**src/rtl/orient_pkg.sv**
```systemverilog
package orient_pkg;

  // binary angle: one full turn is 2**ANG_W
  localparam int ANG_W     = 16;
  localparam int NBINS     = 30;
  localparam int BIN_W     = $clog2(NBINS);
  localparam logic [ANG_W-1:0] HALF_TURN = ANG_W'(1) << (ANG_W - 1);

  // arctan(2^-i) in binary-angle units, rounded
  function automatic logic [ANG_W-1:0] atan_step(input int i);
    case (i)
      0:       return 16'd8192;
      1:       return 16'd4836;
      2:       return 16'd2555;
      3:       return 16'd1297;
      4:       return 16'd651;
      5:       return 16'd326;
      6:       return 16'd163;
      7:       return 16'd81;
      8:       return 16'd41;
      9:       return 16'd20;
      10:      return 16'd10;
      11:      return 16'd5;
      12:      return 16'd3;
      13:      return 16'd1;
      14:      return 16'd1;
      default: return 16'd0;
    endcase
  endfunction

  // signed width that holds sum(coord * pixel) over a full square patch
  function automatic int moment_width(input int pix_w, input int half);
    return pix_w + $clog2((2*half+1)*(2*half+1)) + $clog2(half+1) + 1;
  endfunction

endpackage

```
**src/rtl/oq_moment_acc.sv**
```systemverilog
module oq_moment_acc #(
  parameter int PIX_W = 8,
  parameter int HALF  = 15,
  parameter int MOM_W = 23
) (
  input  logic                    clk,
  input  logic                    rst_n,
  input  logic                    in_fire,
  input  logic                    in_last,
  input  logic [PIX_W-1:0]        in_pix,
  output logic signed [MOM_W-1:0] m10_o,
  output logic signed [MOM_W-1:0] m01_o,
  output logic                    sums_vld
);

  localparam int PATCH = 2*HALF + 1;
  localparam int CW    = $clog2(PATCH);
  localparam int RW    = CW + 1;          // row counter saturates past the patch
  localparam int SW    = RW + 2;          // signed coordinate width
  localparam int QW    = 2*SW;            // squared radius width
  localparam logic [RW-1:0] ROW_MAX = '1;

  logic [CW-1:0] col;
  logic [RW-1:0] row;
  logic signed [SW-1:0] crd [2];
  logic signed [QW-1:0] r2;
  logic                 in_disc;
  logic signed [MOM_W-1:0] pv;
  logic signed [MOM_W-1:0] acc     [2];
  logic signed [MOM_W-1:0] acc_nxt [2];

  assign crd[0] = $signed(SW'(col)) - SW'(HALF);
  assign crd[1] = $signed(SW'(row)) - SW'(HALF);

  always_comb begin
    logic signed [QW-1:0] qx, qy;
    qx = QW'(crd[0]);
    qy = QW'(crd[1]);
    r2 = qx*qx + qy*qy;
  end

  assign in_disc = (r2 <= QW'(HALF*HALF));
  assign pv      = $signed(MOM_W'(in_pix));

  // one accumulator per axis
  for (genvar a = 0; a < 2; a++) begin : g_axis
    logic signed [MOM_W-1:0] term;
    assign term       = in_disc ? (pv * MOM_W'(crd[a])) : '0;
    assign acc_nxt[a] = acc[a] + term;

    always_ff @(posedge clk) begin
      if (!rst_n) begin
        acc[a] <= '0;
      end else if (in_fire) begin
        acc[a] <= in_last ? '0 : acc_nxt[a];
      end
    end
  end

  always_ff @(posedge clk) begin
    if (!rst_n) begin
      col      <= '0;
      row      <= '0;
      m10_o    <= '0;
      m01_o    <= '0;
      sums_vld <= 1'b0;
    end else begin
      sums_vld <= 1'b0;
      if (in_fire) begin
        if (in_last) begin
          col      <= '0;
          row      <= '0;
          m10_o    <= acc_nxt[0];
          m01_o    <= acc_nxt[1];
          sums_vld <= 1'b1;
        end else if (col == CW'(PATCH - 1)) begin
          col <= '0;
          if (row != ROW_MAX) row <= row + 1'b1;
        end else begin
          col <= col + 1'b1;
        end
      end
    end
  end

endmodule

```
**src/rtl/oq_cordic.sv**
```systemverilog
module oq_cordic
  import orient_pkg::*;
#(
  parameter int MOM_W = 23,
  parameter int ITER  = 16
) (
  input  logic                    clk,
  input  logic                    rst_n,
  input  logic                    start,
  input  logic signed [MOM_W-1:0] m10,
  input  logic signed [MOM_W-1:0] m01,
  output logic [ANG_W-1:0]        ang,
  output logic                    ang_vld
);

  localparam int XW = MOM_W + 2;          // headroom for fold and gain
  localparam int IW = (ITER > 1) ? $clog2(ITER) : 1;

  logic signed [XW-1:0] vx, vy, vx_n, vy_n, mx, my;
  logic [ANG_W-1:0]     vz, vz_n, axis_z;
  logic [IW-1:0]        it;
  logic                 run, on_axis;

  assign mx = XW'(m10);
  assign my = XW'(m01);

  // one vectoring micro-rotation, driving vy toward zero
  always_comb begin
    logic signed [XW-1:0] sx, sy;
    sx = vx >>> it;
    sy = vy >>> it;
    if (vy >= 0) begin
      vx_n = vx + sy;
      vy_n = vy - sx;
      vz_n = vz + atan_step(int'(it));
    end else begin
      vx_n = vx - sy;
      vy_n = vy + sx;
      vz_n = vz - atan_step(int'(it));
    end
  end

  always_ff @(posedge clk) begin
    if (!rst_n) begin
      vx      <= '0;
      vy      <= '0;
      vz      <= '0;
      it      <= '0;
      run     <= 1'b0;
      on_axis <= 1'b0;
      axis_z  <= '0;
      ang     <= '0;
      ang_vld <= 1'b0;
    end else begin
      ang_vld <= 1'b0;
      if (start) begin
        // fold the left half-plane over by half a turn
        if (mx < 0) begin
          vx <= -mx;
          vy <= -my;
          vz <= HALF_TURN;
        end else begin
          vx <= mx;
          vy <= my;
          vz <= '0;
        end
        on_axis <= (my == 0);
        axis_z  <= (mx < 0) ? HALF_TURN : '0;
        it      <= '0;
        run     <= 1'b1;
      end else if (run) begin
        vx <= vx_n;
        vy <= vy_n;
        vz <= vz_n;
        if (it == IW'(ITER - 1)) begin
          run     <= 1'b0;
          ang_vld <= 1'b1;
          ang     <= on_axis ? axis_z : vz_n;
        end else begin
          it <= it + 1'b1;
        end
      end
    end
  end

endmodule

```
**src/rtl/oq_binner.sv**
```systemverilog
module oq_binner
  import orient_pkg::*;
(
  input  logic               clk,
  input  logic               rst_n,
  input  logic               ang_vld,
  input  logic [ANG_W-1:0]   ang,
  output logic [BIN_W-1:0]   bin,
  output logic               done
);

  localparam int PW = ANG_W + BIN_W;

  logic [PW-1:0] prod;

  // floor(ang * NBINS / 2**ANG_W)
  assign prod = PW'(ang) * PW'(NBINS);

  always_ff @(posedge clk) begin
    if (!rst_n) begin
      bin  <= '0;
      done <= 1'b0;
    end else begin
      done <= ang_vld;
      if (ang_vld) bin <= BIN_W'(prod >> ANG_W);
    end
  end

endmodule

```
**src/rtl/orient_quant.sv**
```systemverilog
module orient_quant
  import orient_pkg::*;
#(
  parameter int PIX_W = 8,
  parameter int HALF  = 15,
  parameter int ITER  = 16
) (
  input  logic               clk,
  input  logic               rst_n,
  input  logic               pix_valid,
  output logic               pix_ready,
  input  logic [PIX_W-1:0]   pix_data,
  input  logic               pix_last,
  output logic [BIN_W-1:0]   orient_bin,
  output logic               orient_done
);

  localparam int MOM_W = moment_width(PIX_W, HALF);

  logic                    busy, fire, sums_vld, ang_vld;
  logic signed [MOM_W-1:0] m10, m01;
  logic [ANG_W-1:0]        ang;

  assign pix_ready = !busy;
  assign fire      = pix_valid && pix_ready;

  always_ff @(posedge clk) begin
    if (!rst_n)                busy <= 1'b0;
    else if (fire && pix_last) busy <= 1'b1;
    else if (ang_vld)          busy <= 1'b0;
  end

  oq_moment_acc #(.PIX_W(PIX_W), .HALF(HALF), .MOM_W(MOM_W)) u_mom (
    .clk      (clk),
    .rst_n    (rst_n),
    .in_fire  (fire),
    .in_last  (pix_last),
    .in_pix   (pix_data),
    .m10_o    (m10),
    .m01_o    (m01),
    .sums_vld (sums_vld)
  );

  oq_cordic #(.MOM_W(MOM_W), .ITER(ITER)) u_rot (
    .clk     (clk),
    .rst_n   (rst_n),
    .start   (sums_vld),
    .m10     (m10),
    .m01     (m01),
    .ang     (ang),
    .ang_vld (ang_vld)
  );

  oq_binner u_bin (
    .clk     (clk),
    .rst_n   (rst_n),
    .ang_vld (ang_vld),
    .ang     (ang),
    .bin     (orient_bin),
    .done    (orient_done)
  );

endmodule

```
**config.mk**
```make
export PLATFORM = sky130hd
export DESIGN_NAME = orient_quant
export DESIGN_NICKNAME = d
export VERILOG_FILES = /design/src/rtl/orient_pkg.sv /design/src/rtl/oq_moment_acc.sv /design/src/rtl/oq_cordic.sv /design/src/rtl/oq_binner.sv /design/src/rtl/orient_quant.sv
export SDC_FILE = /design/constraint.sdc
export NUM_CORES = 1
export LEC_CHECK = 0
export CAP_MARGIN = 20
export CORE_MARGIN = 3
export CORE_UTILIZATION = 60
export DETAILED_ROUTE_END_ITERATION = 7
export PLACE_DENSITY = 0.76
export SYNTH_ARGS = -nofsm -noshare
export SYNTH_HDL_FRONTEND = slang
export SYNTH_SLANG_ARGS = --single-unit
```
**constraint.sdc**
```tcl
create_clock -name clk -period 17.2 [get_ports clk]
set_input_delay 3.44 -clock clk [delete_from_list [all_inputs] [get_ports clk]]
set_output_delay 3.44 -clock clk [all_outputs]
set_load 0.05 [all_outputs]
```
# Word-level counts from Yosys, hierarchy flattened
# Memories as Yosys holds them, arrays and structs flattened. A register that Yosys moved wholly into a read port is not among the register bits.
# Index checks and enable logic that the tools add are counted.
[totals]
mem_count = 3
input_bits = 12
reg_bits = 170
rom_bits = 448
ram_bits = 46
output_inout_bits = 7
elab_cells = 111
[op_classes]
shift = 2
eq_ne = 3
magnitude_cmp = 3
n_mul = 5
n_reduce_logical = 15
muxes = 41
bitwise = 6
addsub = 16
[mem_list]
columns = ["name", "depth", "width", "rd", "rd_clocked_by_memory_dff", "write_ports", "line", "rtl"]
rows = [
  ["(name not given)", 16, 14, 1, 1, 0, "orient_pkg.sv:11", "case (i)"],
  ["(name not given)", 16, 14, 1, 1, 0, "orient_pkg.sv:11", ""],
  ["u_mom.acc", 2, 23, 2, 0, 2, "oq_moment_acc.sv:29", "logic signed [MOM_W-1:0] acc [2];"],
]
[op_table]
columns = ["cell", "n"]
rows = [
  ["$mux W25", 8],
  ["$mux W23", 6],
  ["$mux W16", 7],
  ["$add A25 B25 Y25", 2],
  ["$neg A23 Y25", 2],
  ["$sshr A25 B4 Y25", 2],
  ["$sub A25 B25 Y25", 2],
  ["$add A23 B23 Y23", 2],
  ["$add A16 B16 Y16", 2],
  ["$logic_not A32 Y1", 1],
  ["$ge A25 B1 Y1 const B", 1],
  ["$lt A23 B1 Y1 const B", 1],
  ["$mul A16 B4 Y20 const B", 1],
  ["$mux W6", 3],
  ["$le A16 B9 Y1 const B", 1],
  ["$mul A9 B7 Y16", 1],
  ["$mux W4", 4],
  ["$sub A16 B16 Y16", 1],
  ["$mul A9 B6 Y15", 1],
  ["$mul A7 B7 Y14", 1],
  ["$mul A6 B6 Y12", 1],
  ["$mux W1", 11],
  ["$mux W5", 2],
  ["$reduce_bool A2 Y1", 4],
  ["other kinds (16)", 24],
]

# Logic depth before layout (Yosys ltp)
[depth]
word_depth = 8
mapped_depth = 43
depth_no_buf = 43

# Cells and area by module
# Synthesis repeated with hierarchy kept, for this count alone.
[unflattened]
cells_unflattened = 3101
area_unflattened_um2 = 26449.1
[modules_own_cells]
columns = ["mod", "cells_each", "area_per_inst_um2", "n_inst", "seq_area_each_um2"]
rows = [
  ["oq_moment_acc", 1401, 12575.8, 1, 2542.4],
  ["oq_cordic", 1523, 12218.0, 1, 2082.0],
  ["oq_binner", 172, 1607.8, 1, 120.1],
  ["orient_quant", 5, 47.5, 1, 20.0],
]

# Worst setup path after synthesis
# No wires, ideal clock.
[synth_timing]
path_type = "in2reg"
start = "input port pix_data[0]"
end = "memory u_mom.acc[0][22], data pin"
n_path_buf = 1
setup_ns = 0.255
t_required_ns = 16.945
stages = 26
t_arrival_ns = 9.717
path_slack_ns = 7.228
path_cell_list = "inv_1 clkbuf_1 nand2_1 fa_1 fa_1 fa_1 fa_1 fa_1 nor2b_1 o21ai_0 a21boi_0 o21ai_0 a21oi_1 nor3_1 or3_1 nor2_1 ha_1 o21a_1 o21a_1 o21a_1 a21oi_1 a21oi_1 mux2i_1 nor2_1 or3_1 and3b_1"
[synth_lines]
columns = ["element", "line", "rtl"]
rows = [
  ["start, declared", "orient_quant.sv:12", "input logic [PIX_W-1:0] pix_data,"],
  ["end, declared", "oq_moment_acc.sv:29", ""],
]

==> impl_metrics.env <==
export IMPL_num_vias=21700
export IMPL_internal_power_mw=1.856
export IMPL_ys_async_sr_fraction=0
export IMPL_post_cts_buffers=0
export IMPL_syn_area_um2=25530
export IMPL_hpwlAfterDp_mm=47.65
export IMPL_status="finished, final reports clean"
export IMPL_dr_pass1_iters=5
export IMPL_clock_sinks=215
export IMPL_core_area_um2=41390
export IMPL_vdd_drop_max_uv=134.3
export IMPL_antenna_found_initial=0
export IMPL_drt_iter0_markers=1450
export IMPL_routed_wirelength_mm=62.48
export IMPL_row_count=74
export IMPL_synthDistinctLibCells=93
export IMPL_critical_path_class="reg2reg"
export IMPL_die_x_um=212.3
export IMPL_slew_viol_final=0
export IMPL_syn2layout_area_growth_pct=5.622
export IMPL_viasPerCell=6.252
export IMPL_yosysSeqAreaShare=0.1867
export IMPL_fill_cells=3448
export IMPL_drive_gt1_frac=0.06431
export IMPL_slew_headroom=0.3312
export IMPL_maxCapViolations=0
export IMPL_arrival_ns=11.12
export IMPL_grt_max_degree=75
export IMPL_pwr_share_clk=0.159
export IMPL_clkTransAtPathRegs_ns=0.07
export IMPL_min_path_type="reg2reg"
export IMPL_dpl_cell_count=3424
export IMPL_p_seq_frac=0.199
export IMPL_cpPeakStageDelay_ns=0.83
export IMPL_tightest_slew_ns=1.001
export IMPL_synth_main_ff_cell="dfxtp_1"
export IMPL_powerDensity_nw_per_um2=130.3
export IMPL_synth_yosys_warnings=0
export IMPL_min_period_ns=10.85
export IMPL_worstSetupEndpointType="register"
export IMPL_max_freq_mhz=92.16
export IMPL_nets=3355
export IMPL_drc=0
export IMPL_ys_seq_elements=215
export IMPL_path_buf_inv=3
export IMPL_final_cell_mix="ha_1 (280), nor2_1 (269), nand2_1 (260)"
export IMPL_crit_fanout=28
export IMPL_cts_root_buf="clkbuf_16"
export IMPL_cts_resized=0
export IMPL_swShare=0.4719
export IMPL_skew_ns=0.01680
export IMPL_crit_family="adder cells"
export IMPL_hold_violations=0
export IMPL_grt_ovfl_total=0
export IMPL_rsz0062_at_grt="false"
export IMPL_clk_latency_ns=0.56
export IMPL_ios=19
export IMPL_final_antenna_net_count=0
export IMPL_cpMaxStageDelayCell="dfxtp_1"
export IMPL_final_common_cell="ha_1"
export IMPL_synth_edf_count=46
export IMPL_antenna_cells=0
export IMPL_tns_ns=0
export IMPL_die_area_um2=45050
export IMPL_grt_usage=0.2779
export IMPL_grt_pass1_vias=21620
export IMPL_htree_levels=1
export IMPL_clock_path_buffers=3
export IMPL_die_h_um=212.3
export IMPL_setup_viol=0
export IMPL_initial_core_util=0.6168
export IMPL_p_leak_nw=12.18
export IMPL_cts_hold_buf=0
export IMPL_syn_inst=2970
export IMPL_wire_per_inst_um=18.00
export IMPL_cts_tree="yes"
export IMPL_grt_pass1_wl_mm=105.1
export IMPL_place_gp_congestion=0.9390
export IMPL_cp_required_ns=17.46
export IMPL_combPwrFrac=0.643
export IMPL_syn_nets=3404
export IMPL_fin_cells=3471
export IMPL_syn_avg_cell_area_um2=8.595
export IMPL_finalCritPeriodShare=0.6309
export IMPL_io_buffers=18
export IMPL_start_kind="register"
export IMPL_cts_buffers=25
export IMPL_power_switching_mw=1.658
==> per-stage QoR <==
step	power, mW	instance area [µm²]	util	hold slack, ns	setup slack, ns
after floorplan	2.406	25530	-	0.4362	7.228
after global placement	2.833	26050	0.6294	0.4493	6.298
after detailed placement	2.908	26060	0.6296	0.4511	6.100
after CTS	3.489	26910	0.6503	0.4592	6.420
after global routing	3.797	26960	0.6514	0.4800	5.541
final	3.514	26960	0.6514	0.4609	6.349
==> registers in the layout, summed over array words and instances (netlist names), named ones only <==
signal,cells
u_rot.vy,25
u_rot.it,4
u_mom.m10_o,23
u_rot.on_axis,1
u_rot.ang,16
u_rot.vz,16
u_bin.bin,5
u_bin.done,1
u_mom.col,5
busy,1
u_rot.ang_vld,1
u_mom.m01_o,23
u_rot.run,1
u_mom.sums_vld,1
u_mom.row,6
u_rot.vx,25
u_mom.acc,46
u_rot.axis_z,1
==> power by group through the flow <==
| stage | combinational [mW] | clock (mW) | sequential, mW |
|---|---|---|---|
| after detailed placement | 2.20 | 0 | 0.705 |
| final | 2.26 | 0.558 | 0.698 |
| after CTS | 2.23 | 0.565 | 0.695 |
| after global routing | 2.50 | 0.584 | 0.709 |
| after floorplan | 1.73 | 0 | 0.673 |
| after global placement | 2.13 | 0 | 0.699 |
==> area by class of cell <==
class / count / area, µm² / area share
Clock buffer: 32 / 714.4 / 0.02650
Multi-Input combinational cell: 2385 / 19310 / 0.7163
Sequential cell: 215 / 4771 / 0.1770
Tap cell: 532 / 665.6 / 0.02469
Inverter: 248 / 930.9 / 0.03453
Clock inverter: 13 / 140.1 / 0.005198
Timing Repair Buffer: 46 / 426.7 / 0.01583
==> logic make-up after synthesis <==
group	Yosys count	share of synthesized area
buf+inv	370	0.05730
simple gates	900	0.1688
xor+xnor	235	0.08117
fa+ha+maj	422	0.2486
mux	143	0.08426
flops	215	0.1867
compound gates	685	0.1732
==> per-layer routing <==
layer,track usage,part of all wire
met2,0.4978,0.49
met4,0.09245,0.034
met3,0.02641,0.046
met5,0,0
met1,0.3534,0.43
==> worst reg2reg max path, delay by kind of cell (launching register included) <==
family / cells / cell delay (ns)
flip-flops: 1 / 0.83
XOR/XNOR: 3 / 0.75
AND/OR/NAND/NOR: 8 / 2.03
AO/OA/AOI/OAI: 12 / 3.10
buffers and inverters: 3 / 0.47
adder cells (fa/ha/maj): 8 / 3.42
==> synth_stat cells (60+ instances only) <==
cell type | instances | area share
nor3_1 | 62 | 0.012
o21ai_0 | 176 | 0.035
ha_1 | 280 | 0.14
mux2i_1 | 60 | 0.024
a21oi_1 | 167 | 0.033
dfxtp_1 | 169 | 0.13
xor2_1 | 79 | 0.027
inv_1 | 244 | 0.036
fa_1 | 142 | 0.11
nor2b_1 | 60 | 0.015
xnor2_1 | 155 | 0.053
nand2_1 | 261 | 0.038
clkbuf_1 | 86 | 0.013
nor2_1 | 269 | 0.040
==> worst paths after layout <==
check	start	end	slack (ns)	depth (start not counted)
worst max-delay path	u_mom.row[0]$_SDFFE_PN0P_	u_mom.acc[1][22]$_SDFFCE_PP0P_	6.35	34
worst min-delay path	u_rot.axis_z[15]$_SDFFE_PN0P_	u_rot.axis_z[15]$_SDFFE_PN0P_	0.46	2
worst min register to register	u_rot.axis_z[15]$_SDFFE_PN0P_	u_rot.axis_z[15]$_SDFFE_PN0P_	0.46	2
worst max register to register	u_mom.row[0]$_SDFFE_PN0P_	u_mom.acc[1][22]$_SDFFCE_PP0P_	6.35	34
Power figures use the tool's default switching activity.
